### src/rtl/slot_timer_pkg.sv
package slot_timer_pkg;

  typedef enum logic [1:0] {
    SEL_512  = 2'b00,
    SEL_256  = 2'b01,
    SEL_1024 = 2'b10,
    SEL_SPARE = 2'b11
  } slot_sel_e;

  typedef enum logic {
    MODE_XMIT    = 1'b0,
    MODE_BACKOFF = 1'b1
  } arm_mode_e;

  // Slot length in bit times for a select code; base is the shortest slot.
  function automatic int unsigned slot_bits(input logic [1:0] sel,
                                            input int unsigned base);
    case (sel)
      SEL_256:  slot_bits = base;
      SEL_1024: slot_bits = base * 4;
      default:  slot_bits = base * 2;
    endcase
  endfunction

endpackage

### src/rtl/slot_start_detect.sv
module slot_start_detect
  import slot_timer_pkg::*;
(
  input  logic clk,
  input  logic rst_n,
  input  logic mode,
  input  logic carrier,
  input  logic tx_en,
  input  logic running,
  output logic start_xmit,
  output logic start_backoff,
  output logic start
);

  logic carrier_q;
  logic tx_en_q;

  always_ff @(posedge clk or negedge rst_n) begin
    if (!rst_n) begin
      carrier_q <= 1'b0;
      tx_en_q   <= 1'b0;
    end else begin
      carrier_q <= carrier;
      tx_en_q   <= tx_en;
    end
  end

  // Each mode listens to its own edge only; the other input is ignored.
  assign start_xmit    = (mode == MODE_XMIT)    && !running && carrier && !carrier_q;
  assign start_backoff = (mode == MODE_BACKOFF) && !running && !tx_en && tx_en_q;
  assign start         = start_xmit || start_backoff;

  p_single_trigger_r6: assert property (@(posedge clk) disable iff (!rst_n)
    $onehot0({start_xmit, start_backoff}));

  p_no_retrigger_r5: assert property (@(posedge clk) disable iff (!rst_n)
    running |-> !start);

endmodule

### src/rtl/slot_len_reg.sv
module slot_len_reg
  import slot_timer_pkg::*;
#(
  parameter int unsigned BASE_BITS = 256,
  localparam int unsigned LW = $clog2(4 * BASE_BITS) + 1
) (
  input  logic          clk,
  input  logic          rst_n,
  input  logic [1:0]    slot_sel,
  input  logic          load,
  output logic [LW-1:0] len
);

  logic [LW-1:0] len_next;

  assign len_next = LW'(slot_bits(slot_sel, BASE_BITS));

  always_ff @(posedge clk or negedge rst_n) begin
    if (!rst_n)    len <= LW'(slot_bits(SEL_512, BASE_BITS));
    else if (load) len <= len_next;
  end

endmodule

### src/rtl/slot_counter.sv
module slot_counter #(
  parameter int unsigned BASE_BITS = 256,
  localparam int unsigned LW = $clog2(4 * BASE_BITS) + 1
) (
  input  logic          clk,
  input  logic          rst_n,
  input  logic          bit_en,
  input  logic          start,
  input  logic          stop,
  input  logic [LW-1:0] len,
  output logic          running,
  output logic          boundary,
  output logic          slot_tick
);

  logic [LW-1:0] cnt;

  assign boundary = running && bit_en && !stop && (cnt == len - LW'(1));

  always_ff @(posedge clk or negedge rst_n) begin
    if (!rst_n) begin
      running   <= 1'b0;
      cnt       <= '0;
      slot_tick <= 1'b0;
    end else begin
      slot_tick <= boundary;
      if (stop) begin
        running <= 1'b0;
        cnt     <= '0;
      end else if (start) begin
        running <= 1'b1;
        cnt     <= '0;
      end else if (running && bit_en) begin
        cnt <= boundary ? '0 : cnt + LW'(1);
      end
    end
  end

  p_cnt_in_range_r7: assert property (@(posedge clk) disable iff (!rst_n)
    running |-> (cnt < len));

  p_tick_single_r7: assert property (@(posedge clk) disable iff (!rst_n)
    slot_tick |=> !slot_tick);

  p_tick_needs_run_r3: assert property (@(posedge clk) disable iff (!rst_n)
    slot_tick |-> running);

  p_stop_clears_r9: assert property (@(posedge clk) disable iff (!rst_n)
    stop |=> (!running && cnt == '0 && !slot_tick));

  p_hold_without_en_r10: assert property (@(posedge clk) disable iff (!rst_n)
    (running && !bit_en && !stop) |=> (running && $stable(cnt)));

endmodule

### src/rtl/slot_timer.sv
module slot_timer
  import slot_timer_pkg::*;
#(
  parameter int unsigned BASE_BITS = 256
) (
  input  logic       clk,
  input  logic       rst_n,
  input  logic       bit_en,
  input  logic       mode,
  input  logic       carrier,
  input  logic       tx_en,
  input  logic [1:0] slot_sel,
  input  logic       stop,
  output logic       slot_tick,
  output logic       running
);

  localparam int unsigned LW = $clog2(4 * BASE_BITS) + 1;

  logic          start_xmit;
  logic          start_backoff;
  logic          start;
  logic          boundary;
  logic          len_load;
  logic [LW-1:0] len;

  slot_start_detect u_detect (
    .clk           (clk),
    .rst_n         (rst_n),
    .mode          (mode),
    .carrier       (carrier),
    .tx_en         (tx_en),
    .running       (running),
    .start_xmit    (start_xmit),
    .start_backoff (start_backoff),
    .start         (start)
  );

  // Length is sampled only when a run begins or a slot wraps.
  assign len_load = (start && !stop) || boundary;

  slot_len_reg #(.BASE_BITS(BASE_BITS)) u_len (
    .clk      (clk),
    .rst_n    (rst_n),
    .slot_sel (slot_sel),
    .load     (len_load),
    .len      (len)
  );

  slot_counter #(.BASE_BITS(BASE_BITS)) u_cnt (
    .clk       (clk),
    .rst_n     (rst_n),
    .bit_en    (bit_en),
    .start     (start),
    .stop      (stop),
    .len       (len),
    .running   (running),
    .boundary  (boundary),
    .slot_tick (slot_tick)
  );

  p_len_hold_mid_slot_r8: assert property (@(posedge clk) disable iff (!rst_n)
    (running && !boundary && !stop) |=> $stable(len));

  p_backoff_keeps_run_r5: assert property (@(posedge clk) disable iff (!rst_n)
    (mode == MODE_BACKOFF && running && !stop) |=> running);

endmodule

### config.mk
export PLATFORM = sky130hd
export DESIGN_NAME = slot_timer
export DESIGN_NICKNAME = d
export VERILOG_FILES = /design/src/rtl/slot_timer_pkg.sv /design/src/rtl/slot_start_detect.sv /design/src/rtl/slot_len_reg.sv /design/src/rtl/slot_counter.sv /design/src/rtl/slot_timer.sv
export SDC_FILE = /design/constraint.sdc
export NUM_CORES = 1
export LEC_CHECK = 0
export BUFFER_PORTS_ARGS = -buffer_cell sky130_fd_sc_hd__buf_4
export CAP_MARGIN = 10
export CORE_MARGIN = 1.5
export CORE_UTILIZATION = 50
export DETAILED_ROUTE_END_ITERATION = 6
export PLACE_DENSITY = 0.72
export SLEW_MARGIN = 20
export SYNTH_ARGS = -nofsm -noshare
export SYNTH_HDL_FRONTEND = slang
export SYNTH_SLANG_ARGS = --single-unit
### constraint.sdc
create_clock -name clk -period 1.75 [get_ports clk]
set_clock_uncertainty 0.05 [all_clocks]
set_input_delay 0.525 -clock clk [delete_from_list [all_inputs] [get_ports clk]]
set_output_delay 0.525 -clock clk [all_outputs]
set_load 0.005 [all_outputs]
* Yosys cells after proc, flatten, opt, wreduce, memory -nomap -nowiden
Cells that the tools add are included.
Operators by class: reduce and logical (&&, ||, !) cells 18, $add $sub $neg 2, mux-type cells 7, bitwise gates (word level) 1, equal/unequal tests 3
Operators by type and width (number):
- 2-to-1 mux 11 bit | 4
- one-hot mux 11 bit (2 select lines) | 1
- adder 11 x 1 -> 11 bit, second input constant | 1
- == test 11 bit | 1
- subtractor 11 x 1 -> 11 bit, second input constant | 1
- logical AND 1 bit | 10
- zero test 1 bit | 4
- nonzero test 3 bit | 1
- == test 2 x 1 -> 1 bit, second input constant | 1
- == test 2 bit, second input constant | 1
- logical OR 1 bit | 2
- 2-to-1 mux 1 bit | 2
- nonzero test 2 bit | 1
- NOT 1 bit | 1
Word-level totals: logic and storage cells 37, output and inout port bits 2, bits of input ports 9, register bits 26

* Depth between registers and ports, before layout
Gate-level depths: netlist of run 1.
word-level depth 7, depth in mapped cells 6

* By module
A second synthesis of run 1 with hierarchy kept.
Unflattened totals: cell total of the unflattened synthesis 166, area total of the unflattened synthesis 1480.2 um^2
By module, submodules not included:
- slot_counter | cells each 140, area an instance 1166.1 um^2, times used 1
- slot_len_reg | cells each 19, area an instance 206.4 um^2, times used 1
- slot_start_detect | cells each 5, area an instance 96.3 um^2, times used 1
- slot_timer | cells each 2, area an instance 11.3 um^2, times used 1

* Worst setup path before layout of run 1
No wires, ideal clock.
kind register -> register, start register u_len.len[9], end register u_len.len[10], slack -0.054 ns, library setup time 0.128 ns, required time 1.572 ns, stages on the path, launching flop included 7, arrival time 1.626 ns, cells stage by stage dfstp_2 -> inv_1 -> ha_1 -> xor2_1 -> nand4_1 -> o21a_1 -> mux2_1
Between the ends: word-level cells in the longest chain between the ends 4
RTL lines:
- from (decl) | line slot_len_reg.sv:11 | output logic [LW-1:0] len
- from (signal assigned) | line slot_len_reg.sv:19 | if (!rst_n) len <= LW'(slot_bits(SEL_512, BASE_BITS));
- from (signal assigned) | line slot_len_reg.sv:20 | else if (load) len <= len_next;
- subtractor 11 x 1 -> 11 bit | line slot_counter.sv:18 | assign boundary = running && bit_en && !stop && (cnt == len - LW'(1));
- == test 11 bit | line slot_counter.sv:18
- logical AND 1 bit | line slot_counter.sv:18
- logical OR 1 bit | line slot_timer.sv:40 | assign len_load = (start && !stop) || boundary;
Every way passes these cells. A chain may end at the register's enable or synchronous reset.

* Worst setup path in the final report of run 1
start register u_cnt.cnt[1], end register u_len.len[8]
Between the ends: word-level cells in the longest chain between the ends 3
RTL lines:
- from (decl) | line slot_counter.sv:16 | logic [LW-1:0] cnt;
- from (signal assigned) | line slot_counter.sv:34 | cnt <= boundary ? '0 : cnt + LW'(1);
- == test 11 bit | line slot_counter.sv:18
- logical AND 1 bit | line slot_counter.sv:18
- logical OR 1 bit | line slot_timer.sv:40
Every way passes these cells.

==> flow_summary.yaml, run 1 <==
clocking:
  cts.root.buffer_cell: "clkbuf_4"
  clk_pin_slew_ps: 110
  cts.sinks: 18
  cts_tree: "built"
  clockBufferDepth: 2
  clk_latency_ps: 300
  cts_buffers: 3
  htree_levels: 1
sta:
  worst_pin_slew_ps: 495.1
  maxSlewHeadroom_pct: 66.81
  rsz0062_at_grt: "yes"
  tns_ps: -391.1
  finalCritPeriodShare_pct: 105.7
  setup_viol_count_final: 12
  post-route-min-period_ps: 1851
  finalHoldViolations: 0
  timing.final.ws_setup_ps: -100.5
  slew_violations: 0
  max_freq_mhz: 540.4
setup_path:
  arrival_ps: 1980
  worstPathMaxFanout: 3
  cp_cell_sequence: "ha_1, nand4_1, or3_1, o21a_2, mux2_4"
  worstPathRequired_ps: 1880
  crit_path_end_kind: "register"
  cpPeakStageDelay_ps: 430
  critPathLaunchType: "register"
  slowest_stage: "or3_1"
  critical_path_class: "reg -> reg"
flow_run:
  cap_violations: 0
hold_path:
  hold_path.class: "in -> async"
floorplanning:
  rows: 15
  io_pins: 11
  core_mm2: 0.001783
  die_x_um: 47.41
  die_area_mm2: 0.002247
  initial_core_util_pct: 55.30
  die_h_um: 47.41
global_routing:
  antenna_found_initial: 0
  grt_pass1_vias: 817
  grt_max_degree: 19
  grt_use_total_pct: 22.97
  grt_pass1_wl_mm: 3.484
  overflow: 0
run_status:
  status: "complete, but fails checks"
  violations: "setup timing"
placement:
  gp_congestion: 0.7794
  dpl_cell_area_mm2: 0.001230
  port_buffers: 10
  pre_cts_ws_ps: -171.3
  hpwl_mm: 1.523
routing:
  initialDrtViolationCount: 13
  drcViolationCount: 0
  drtPass1Iterations: 4
  wl_per_cell_um: 13.67
  routed_wl_mm: 2.051
  drt.antenna.violating_nets: 0
  num_vias: 847
  via_per_inst: 5.647
synthesis:
  avgSynthCellArea_um2: 10.60
  synthFlopType: "dfrtp_1"
  syn_inst: 93
  syn_nets: 106
  netlist_area_um2: 985.9
  ys_warn_count: 0
  synth-seq-area-share_pct: 45.81
  synth_edf_count: 0
  synth_seq_cells: 18
  async_flop_share_pct: 100.0
  synth_cell_types: 31
power_and_ir_drop:
  vdd_drop_max_mv: 0.6385
  p_leak_nw: 0.5948
  fin_total_pwr_mw: 0.8781
  p_per_area_mw_per_mm2: 677.4
final_layout:
  nets: 139
  syn_to_final_growth_pct: 31.47
  final_common_cell: "buf_4"
  diodes: 0
  utilization_pct: 72.70
  layout_common_cells: "buf_4, dfrtp_1, nand2_1, a21oi_1, o31ai_1"
  layout-drive-gt1-share_pct: 36.80
  design_area_mm2: 0.001296
## synth_stat cells (3+ instances only)
library cell	n	share of area [%]
nand3_1	4	2.0
or3_1	4	2.5
nand4_1	3	1.9
ha_1	4	5.1
a21oi_1	7	3.6
or4_1	5	3.8
dfrtp_1	17	43
nand2_1	7	2.7
mux2_1	3	3.4
o31ai_1	6	4.6
inv_1	6	2.3
nor2_1	4	1.5
xor2_1	3	2.7
## logic make-up (layout without fill, tap and decap cells)
family,after synthesis,count (layout),synth area share [%]
simple gates,36,36,22.97
compound gates,19,19,12.44
flops,18,18,45.81
buf+inv,7,39,3.426
xor+xnor,5,5,5.838
fa+ha+maj,4,4,5.076
mux,4,4,4.441
## registers in the layout, indices dropped and copies added, names as in the netlist
register	count
u_len.len	3
u_cnt.cnt	11
u_detect.tx_en_q	1
u_cnt.running	1
u_cnt.slot_tick	1
u_detect.carrier_q	1
## final timing paths
kind / from / endpoint / slack, ps / cells after the start
setup / recovery: u_cnt.cnt[1] / u_len.len[8] / -100 / 5
hold / removal: rst_n / u_cnt.cnt[7] / 30 / 1
setup reg to reg: u_cnt.cnt[1] / u_len.len[8] / -100 / 5
hold reg to reg: u_cnt.cnt[10] / u_cnt.cnt[10] / 510 / 2
max in group asynchronous: rst_n / u_len.len[9] / 1350 / 1
min in group clk: tx_en / u_detect.tx_en_q / 280 / 1
## routing by layer
metal	GRT usage [%]	routed length, µm	vias to the layer above
met3	4.615	50	4
met5	0	0	-
li1	-	-	410
met1	29.22	933	417
met4	10.00	31	0
met2	37.57	1034	16
## worst max-delay path: cells and delay by family, from the launching register on
kind / cells / cell delay, ps
AND/OR/NAND/NOR: 2 / 550
flip-flops: 1 / 370
AO/OA/AOI/OAI: 1 / 300
multiplexers: 1 / 300
adder cells (fa/ha/maj): 1 / 180
## timing repair
item,4_1_cts,5_1_grt
pin swaps,3,3
endpoints found under the setup margin,13,14
hold buffers,0,0
gates resized for setup,4,3
buffers inserted,2,0
## final cells by class
type,count,area [µm²]
multi-input cells,68,545.5
fillers,140,486.7
flip-flops and latches,18,452.9
repair buffers,29,217.7
well taps,25,31.28
clock buffers,4,26.28
inverters,6,22.52
## stage by stage
| step | cells | hold slack (ps) |
|---|---|---|
| 2_1_floorplan | 93 | 179.4 |
| 3_3_place_gp | 144 | 353.1 |
| 3_5_place_dp | 144 | 356.4 |
| 4_1_cts | 150 | 27.47 |
| 5_1_grt | 150 | 30.66 |
| 6_report | 150 | 25.05 |
## power breakdown
part	switching (mW)	internal (mW)	leakage (nW)
logic	0.0838	0.117	0.341
registers	0.0178	0.443	0.239
clock network	0.128	0.0886	0.0150
(Power assumes the default switching activity.)
==> run 2: changes to the inputs <==
--- a/config.mk
+++ b/config.mk
@@ -10,6 +10,7 @@
 export CORE_MARGIN = 1.5
 export CORE_UTILIZATION = 50
 export DETAILED_ROUTE_END_ITERATION = 6
+export HOLD_SLACK_MARGIN = 0.15
 export PLACE_DENSITY = 0.72
 export SLEW_MARGIN = 20
 export SYNTH_ARGS = -nofsm -noshare
==> run 2 against run 1 <==
Effect of this change:
- the run still ends with setup timing left
- total power grew 0.21%
- largest power group unchanged
- sequential cell count is the same
- first-iteration DRC count did not move
- non-clock buffer count is 1 higher
- routed wire length up 1.4%
- setup slack is the same
- register-to-register slack barely moved
- die area unchanged
- count of clock-buffer cells in the layout unchanged
- combinational power is essentially flat
- sequential share of layout area decreased by 0.27 points
- largest cell class unchanged
- highest routed layer unchanged
- global-route usage rose by 0.31 points
==> flow_summary.yaml, run 2 (synthesized netlist as in run 1, its figures left out) <==
run_status:
  status: "complete, but fails checks"
  violations: "setup timing"
power_and_ir_drop:
  p_leak_nw: 0.5989
  fin_total_pwr_mw: 0.8800
  vdd_drop_max_mv: 0.6387
  p_per_area_mw_per_mm2: 673.6
hold_path:
  worstHoldStart: "tx_en"
  hold_depth: 1
  min_to: "u_detect.tx_en_q"
  hold_path.class: "in -> reg"
routing:
  routed_wl_mm: 2.080
  wl_per_cell_um: 13.77
  drtPass1Iterations: 4
  via_per_inst: 5.636
  drt.antenna.violating_nets: 0
  drcViolationCount: 0
  num_vias: 851
  initialDrtViolationCount: 13
final_layout:
  multi_input_area_um2: 545.5
  final_common_cell: "buf_4"
  largest_reg_flops: 11
  layout_common_cells: "buf_4, dfrtp_1, nand2_1, a21oi_1, o31ai_1"
  diodes: 0
  nFillCells: 139
  ff_latch_area_um2: 452.9
  nets: 140
  layout-drive-gt1-share_pct: 36.51
  reg_top3: "u_cnt.cnt (11), u_len.len (3)"
  syn_to_final_growth_pct: 32.49
  top_register: "u_cnt.cnt"
sta:
  slew_violations: 0
  rsz0062_at_grt: "yes"
  maxSlewHeadroom_pct: 66.81
  post-route-min-period_ps: 1851
  tns_ps: -391.1
  finalCritPeriodShare_pct: 105.7
  max_freq_mhz: 540.4
  setup_viol_count_final: 12
  worst_pin_slew_ps: 495.1
  finalHoldViolations: 0
  timing.final.ws_setup_ps: -100.5
flow_run:
  cap_violations: 0
clocking:
  cts_tree: "built"
  htree_levels: 1
  clk_latency_ps: 300
  cts.root.buffer_cell: "clkbuf_4"
  cts_buffers: 3
  clk_pin_slew_ps: 110
  cts.sinks: 18
  clockBufferDepth: 2
floorplanning:
  die_x_um: 47.41
  io_pins: 11
  die_h_um: 47.41
  die_area_mm2: 0.002247
  initial_core_util_pct: 55.30
  rows: 15
  core_mm2: 0.001783
setup_path:
  worstPathRequired_ps: 1880
  arrival_ps: 1980
  r2r-end: "u_len.len[8]"
  critPathLaunchType: "register"
  critical_path_class: "reg -> reg"
  r2r_setup_slack_ps: -100
  crit_path_end_kind: "register"
  cp_cell_sequence: "ha_1, nand4_1, or3_1, o21a_2, mux2_4"
  rr_worst_depth: 5
  worstPathMaxFanout: 3
  slowest_stage: "or3_1"
  cpPeakStageDelay_ps: 430
  reg2reg_from: "u_cnt.cnt[1]"
global_routing:
  grt_pass1_wl_mm: 3.525
  grt_use_total_pct: 23.29
  grt_pass1_vias: 829
  grt_max_degree: 19
  overflow: 0
  antenna_found_initial: 0
placement:
  gp_congestion: 0.7794
  hpwl_mm: 1.523
  port_buffers: 10
[run 2: changes by cell type in the layout (fill, tap and decap cells not counted)]
cell and delta:
dlygate4sd3_1 +1
[run 2: worst max-delay path by stage]
stage,start,to,slack (ps),cells after the start
floorplan,u_len.len[9],u_len.len[10],-40,6
global placement,mode,u_cnt.cnt[0],-140,5
detailed placement,mode,u_cnt.cnt[0],-170,5
CTS,u_len.len[9],u_len.len[8],-70,6
global route,u_len.len[9],u_len.len[10],-160,6
finish,u_cnt.cnt[1],u_len.len[8],-100,5
[run 2: area by class of cell]
class,count,area share [%]
multi-input cells,68,41.76
flip-flops and latches,18,34.67
repair buffers,30,17.43
well taps,25,2.395
clock buffers,4,2.011
inverters,6,1.724
[run 2: routing by layer]
| metal | GRT usage [%] | share of wire [%] | vias to the layer above |
|---|---|---|---|
| met5 | 0 | 0 | - |
| met4 | 10.00 | 1.5 | 0 |
| met3 | 4.615 | 2.4 | 4 |
| met2 | 38.65 | 51 | 16 |
| met1 | 29.22 | 45 | 419 |
| li1 | - | - | 412 |
[run 2: per-stage QoR]
stage / utilization (%) / cells / hold slack, ps / cell area (µm²) / setup slack, ps
finish: 73.26 / 151 / 282.0 / 1306 / -100.5
global route: 73.26 / 151 / 266.3 / 1306 / -161.8
CTS: 72.56 / 151 / 280.6 / 1294 / -69.97
detailed placement: 68.98 / 144 / 356.4 / 1230 / -171.3
global placement: 68.98 / 144 / 353.1 / 1230 / -144.9
floorplan: - / 93 / 179.4 / 1007 / -36.56
[run 2: power by group]
group	leakage, nW	total, mW	switching, mW	internal [mW]
combinational	0.345	0.202	0.0843	0.118
sequential	0.239	0.461	0.0178	0.443
clock	0.0150	0.217	0.128	0.0886
total	0.599	0.880	0.230	0.650
[run 2: timing repair]
action	in CTS	in global routing
hold endpoints to repair	17	0
hold buffers	1	0
endpoints found under the setup margin	13	14
buffers inserted	2	0
gates resized for setup	4	3
pin swaps	3	3
[run 2: critical path: cells and delay by family (launching register included)]
family	cells	cell delay [ps]
AO/OA/AOI/OAI	1	300
adder cells (fa/ha/maj)	1	180
flip-flops	1	370
multiplexers	1	300
AND/OR/NAND/NOR	2	550
==> run 3: changes to the inputs <==
--- a/config.mk
+++ b/config.mk
@@ -11,8 +11,9 @@
 export CORE_UTILIZATION = 50
 export DETAILED_ROUTE_END_ITERATION = 6
 export HOLD_SLACK_MARGIN = 0.15
-export PLACE_DENSITY = 0.72
+export PLACE_DENSITY = 0.71
 export SLEW_MARGIN = 20
 export SYNTH_ARGS = -nofsm -noshare
 export SYNTH_HDL_FRONTEND = slang
+export SYNTH_HIERARCHICAL = 1
 export SYNTH_SLANG_ARGS = --single-unit
==> run 3 against run 2 <==
Effect of this change:
- fmax shrank 23%
- clock power is essentially flat
- setup slack lost 550 ps
- largest cell class unchanged
- the run still ends with setup timing left
==> flow_summary.yaml, run 3 <==
run_status:
  status: "complete, but fails checks"
  violations: "setup timing"
hold_path:
  worstHoldStart: "tx_en"
  hold_path.class: "in -> reg"
  min_to: "u_detect/tx_en_q"
  hold_depth: 1
placement:
  dpl_cell_area_mm2: 0.001755
  post-place-cells: 227
  hpwl_mm: 2.774
  gp_congestion: 0.8534
  port_buffers: 10
global_routing:
  grt_max_degree: 20
  overflow: 0
  grt_pass1_vias: 1365
  antenna_found_initial: 0
  grt_pass1_wl_mm: 6.134
  grt_use_total_pct: 23.90
power_and_ir_drop:
  fin_total_pwr_mw: 1.005
  p_leak_nw: 0.9074
  p_per_area_mw_per_mm2: 530.0
  vdd_drop_max_mv: 0.5338
setup_path:
  crit_path_end_kind: "register"
  arrival_ps: 2510
  r2r_setup_slack_ps: -650
  critPathLaunchType: "register"
  cp_cell_sequence: "or3_4, or4_4, a211oi_4, o2111ai_2, or3_4, nor4b_2"
  worstPathRequired_ps: 1860
  critical_path_class: "reg -> reg"
  worstPathMaxFanout: 8
  critPathBufInv: 0
  rr_worst_depth: 6
  slowest_stage: "or4_4"
  r2r-end: "u_cnt/cnt[9]"
  cp_top_family: "simple AND/OR/NAND/NOR gates"
  cpPeakStageDelay_ps: 450
  reg2reg_from: "u_len/len[8]"
  crit_top_cell: "or3_4"
synthesis:
  netlist_area_mm2: 0.001480
  synth_cell_types: 52
  synth_edf_count: 0
  synth_top_area_cell: "dfrtp_1"
  synthTopCellsByCount: "dfrtp_1, nand3_1, nor2_1, buf_4, xnor2_1"
  synth_top_area_share_pct: 28.74
  yosysMostFrequentCell: "dfrtp_1"
  ys_top_cells_by_area: "dfrtp_1, xnor2_1, nand3_1"
  syn_inst: 166
  async_flop_share_pct: 100.0
  ys_warn_count: 6
  synthFlopType: "dfrtp_1"
  avgSynthCellArea_um2: 8.917
  synth_seq_cells: 18
  synth-seq-area-share_pct: 30.52
floorplanning:
  initial_core_util_pct: 53.22
  rows: 19
  io_pins: 11
  core_mm2: 0.002781
  die_area_mm2: 0.003296
  die_h_um: 57.41
  die_x_um: 57.41
clocking:
  cts_buffers: 3
  clk_latency_ps: 290
  cts.sinks: 18
  cts_tree: "built"
  clk_pin_slew_ps: 100
  htree_levels: 1
  cts.root.buffer_cell: "clkbuf_4"
  clockBufferDepth: 2
final_layout:
  utilization_pct: 68.15
  reg_top3: "u_cnt/cnt (11), u_len/len (3)"
  syn_to_final_growth_pct: 28.06
  layout_common_cells: "buf_4, dfrtp_1, nand3_1, nor2_1, conb_1"
  multi_input_area_mm2: 0.001039
  largest_reg_flops: 11
  design_area_mm2: 0.001896
  nets: 217
  diodes: 0
  layout-drive-gt1-share_pct: 32.51
  top_register: "u_cnt/cnt"
  nFillCells: 230
  instances_no_fill: 234
  ff_latch_area_um2: 451.7
  final_common_cell: "buf_4"
routing:
  num_vias: 1433
  drcViolationCount: 0
  drtPass1Iterations: 4
  routed_wl_mm: 3.842
  initialDrtViolationCount: 91
  wl_per_cell_um: 16.42
  via_per_inst: 6.124
  drt.antenna.violating_nets: 0
sta:
  max_freq_mhz: 417.3
  finalHoldViolations: 0
  finalCritPeriodShare_pct: 136.9
  rsz0062_at_grt: "yes"
  post-route-min-period_ps: 2396
  timing.final.ws_setup_ps: -646.1
  slew_violations: 0
  setup_viol_count_final: 15
  whs_ps: 306.8
flow_run:
  cap_violations: 0
## run 3: changes by cell type in the layout (fill, tap and decap cells not counted), sizes merged, moves of 3 or more
cell	change
and3	+5
or4	-3
nand3	+8
or2	+3
o31ai	-3
o2111a	+4
xnor2	+6
o21ai	+4
nor2	+8
o21a	+4
a21oi	-6
nor4b	+6
conb	+8
buf	+12
## run 3: per-layer routing
metal	vias up	wire length (µm)	track usage, %
met5	-	0	0
met1	711	1651	32.18
met4	0	39	6.977
met3	8	153	1.361
met2	34	1997	41.40
li1	680	-	-
## run 3: worst max-delay path by stage
| stage | cells after the start | from | to |
|---|---|---|---|
| 5_1_grt | 6 | u_len/len[8] | u_cnt/cnt[9] |
| 3_3_place_gp | 7 | u_len/len[8] | u_len/len[8] |
| 6_report | 6 | u_len/len[8] | u_cnt/cnt[9] |
| 2_1_floorplan | 7 | u_len/len[8] | u_len/len[10] |
| 3_5_place_dp | 7 | u_len/len[8] | u_len/len[8] |
| 4_1_cts | 7 | u_len/len[8] | u_len/len[8] |
## run 3: power breakdown
part	leakage, nW	total, mW	switching, mW	internal, mW
Combinational	0.652	0.331	0.170	0.161
Clock	0.0150	0.215	0.126	0.0887
Sequential	0.241	0.459	0.0160	0.443
Total	0.907	1.00	0.312	0.692
## run 3: timing repair
action | in CTS | in global routing
endpoints found under the hold margin | 17 | 0
cloned | 0 | 0
setup buffers | 0 | 2
setup endpoints to repair | 15 | 15
resized for setup | 2 | 13
pin swaps | 1 | 2
hold buffers | 1 | 0
## run 3: cells by family after synthesis
family                     Yosys count  share of synthesized area (%)
AOI/OAI and AO/OA                   33                          17.41
xor gates and xnor gates            12                          8.030
adders and majority gates            4                          3.381
buffers and inverters               22                          7.777
DFF                                 18                          30.52
muxes                                3                          2.282
other                                1                         0.2533
and+or+nand+nor                     73                          30.35
## run 3: layout make-up
class / count / share of cell area [%]
Clock buffer: 4 / 1.386
Inverter: 6 / 1.188
Timing Repair Buffer: 42 / 16.77
Multi-Input combinational cell: 133 / 54.79
Sequential cell: 18 / 23.83
Tap cell: 31 / 2.046
## run 3: metrics by stage
stage	TNS [ps]	setup WS, ps
finish	-7733	-646.1
global route	-8439	-684.5
CTS	-6549	-564.5
global placement	-6705	-592.6
floorplan	-5857	-524.5
detailed placement	-7202	-610.4
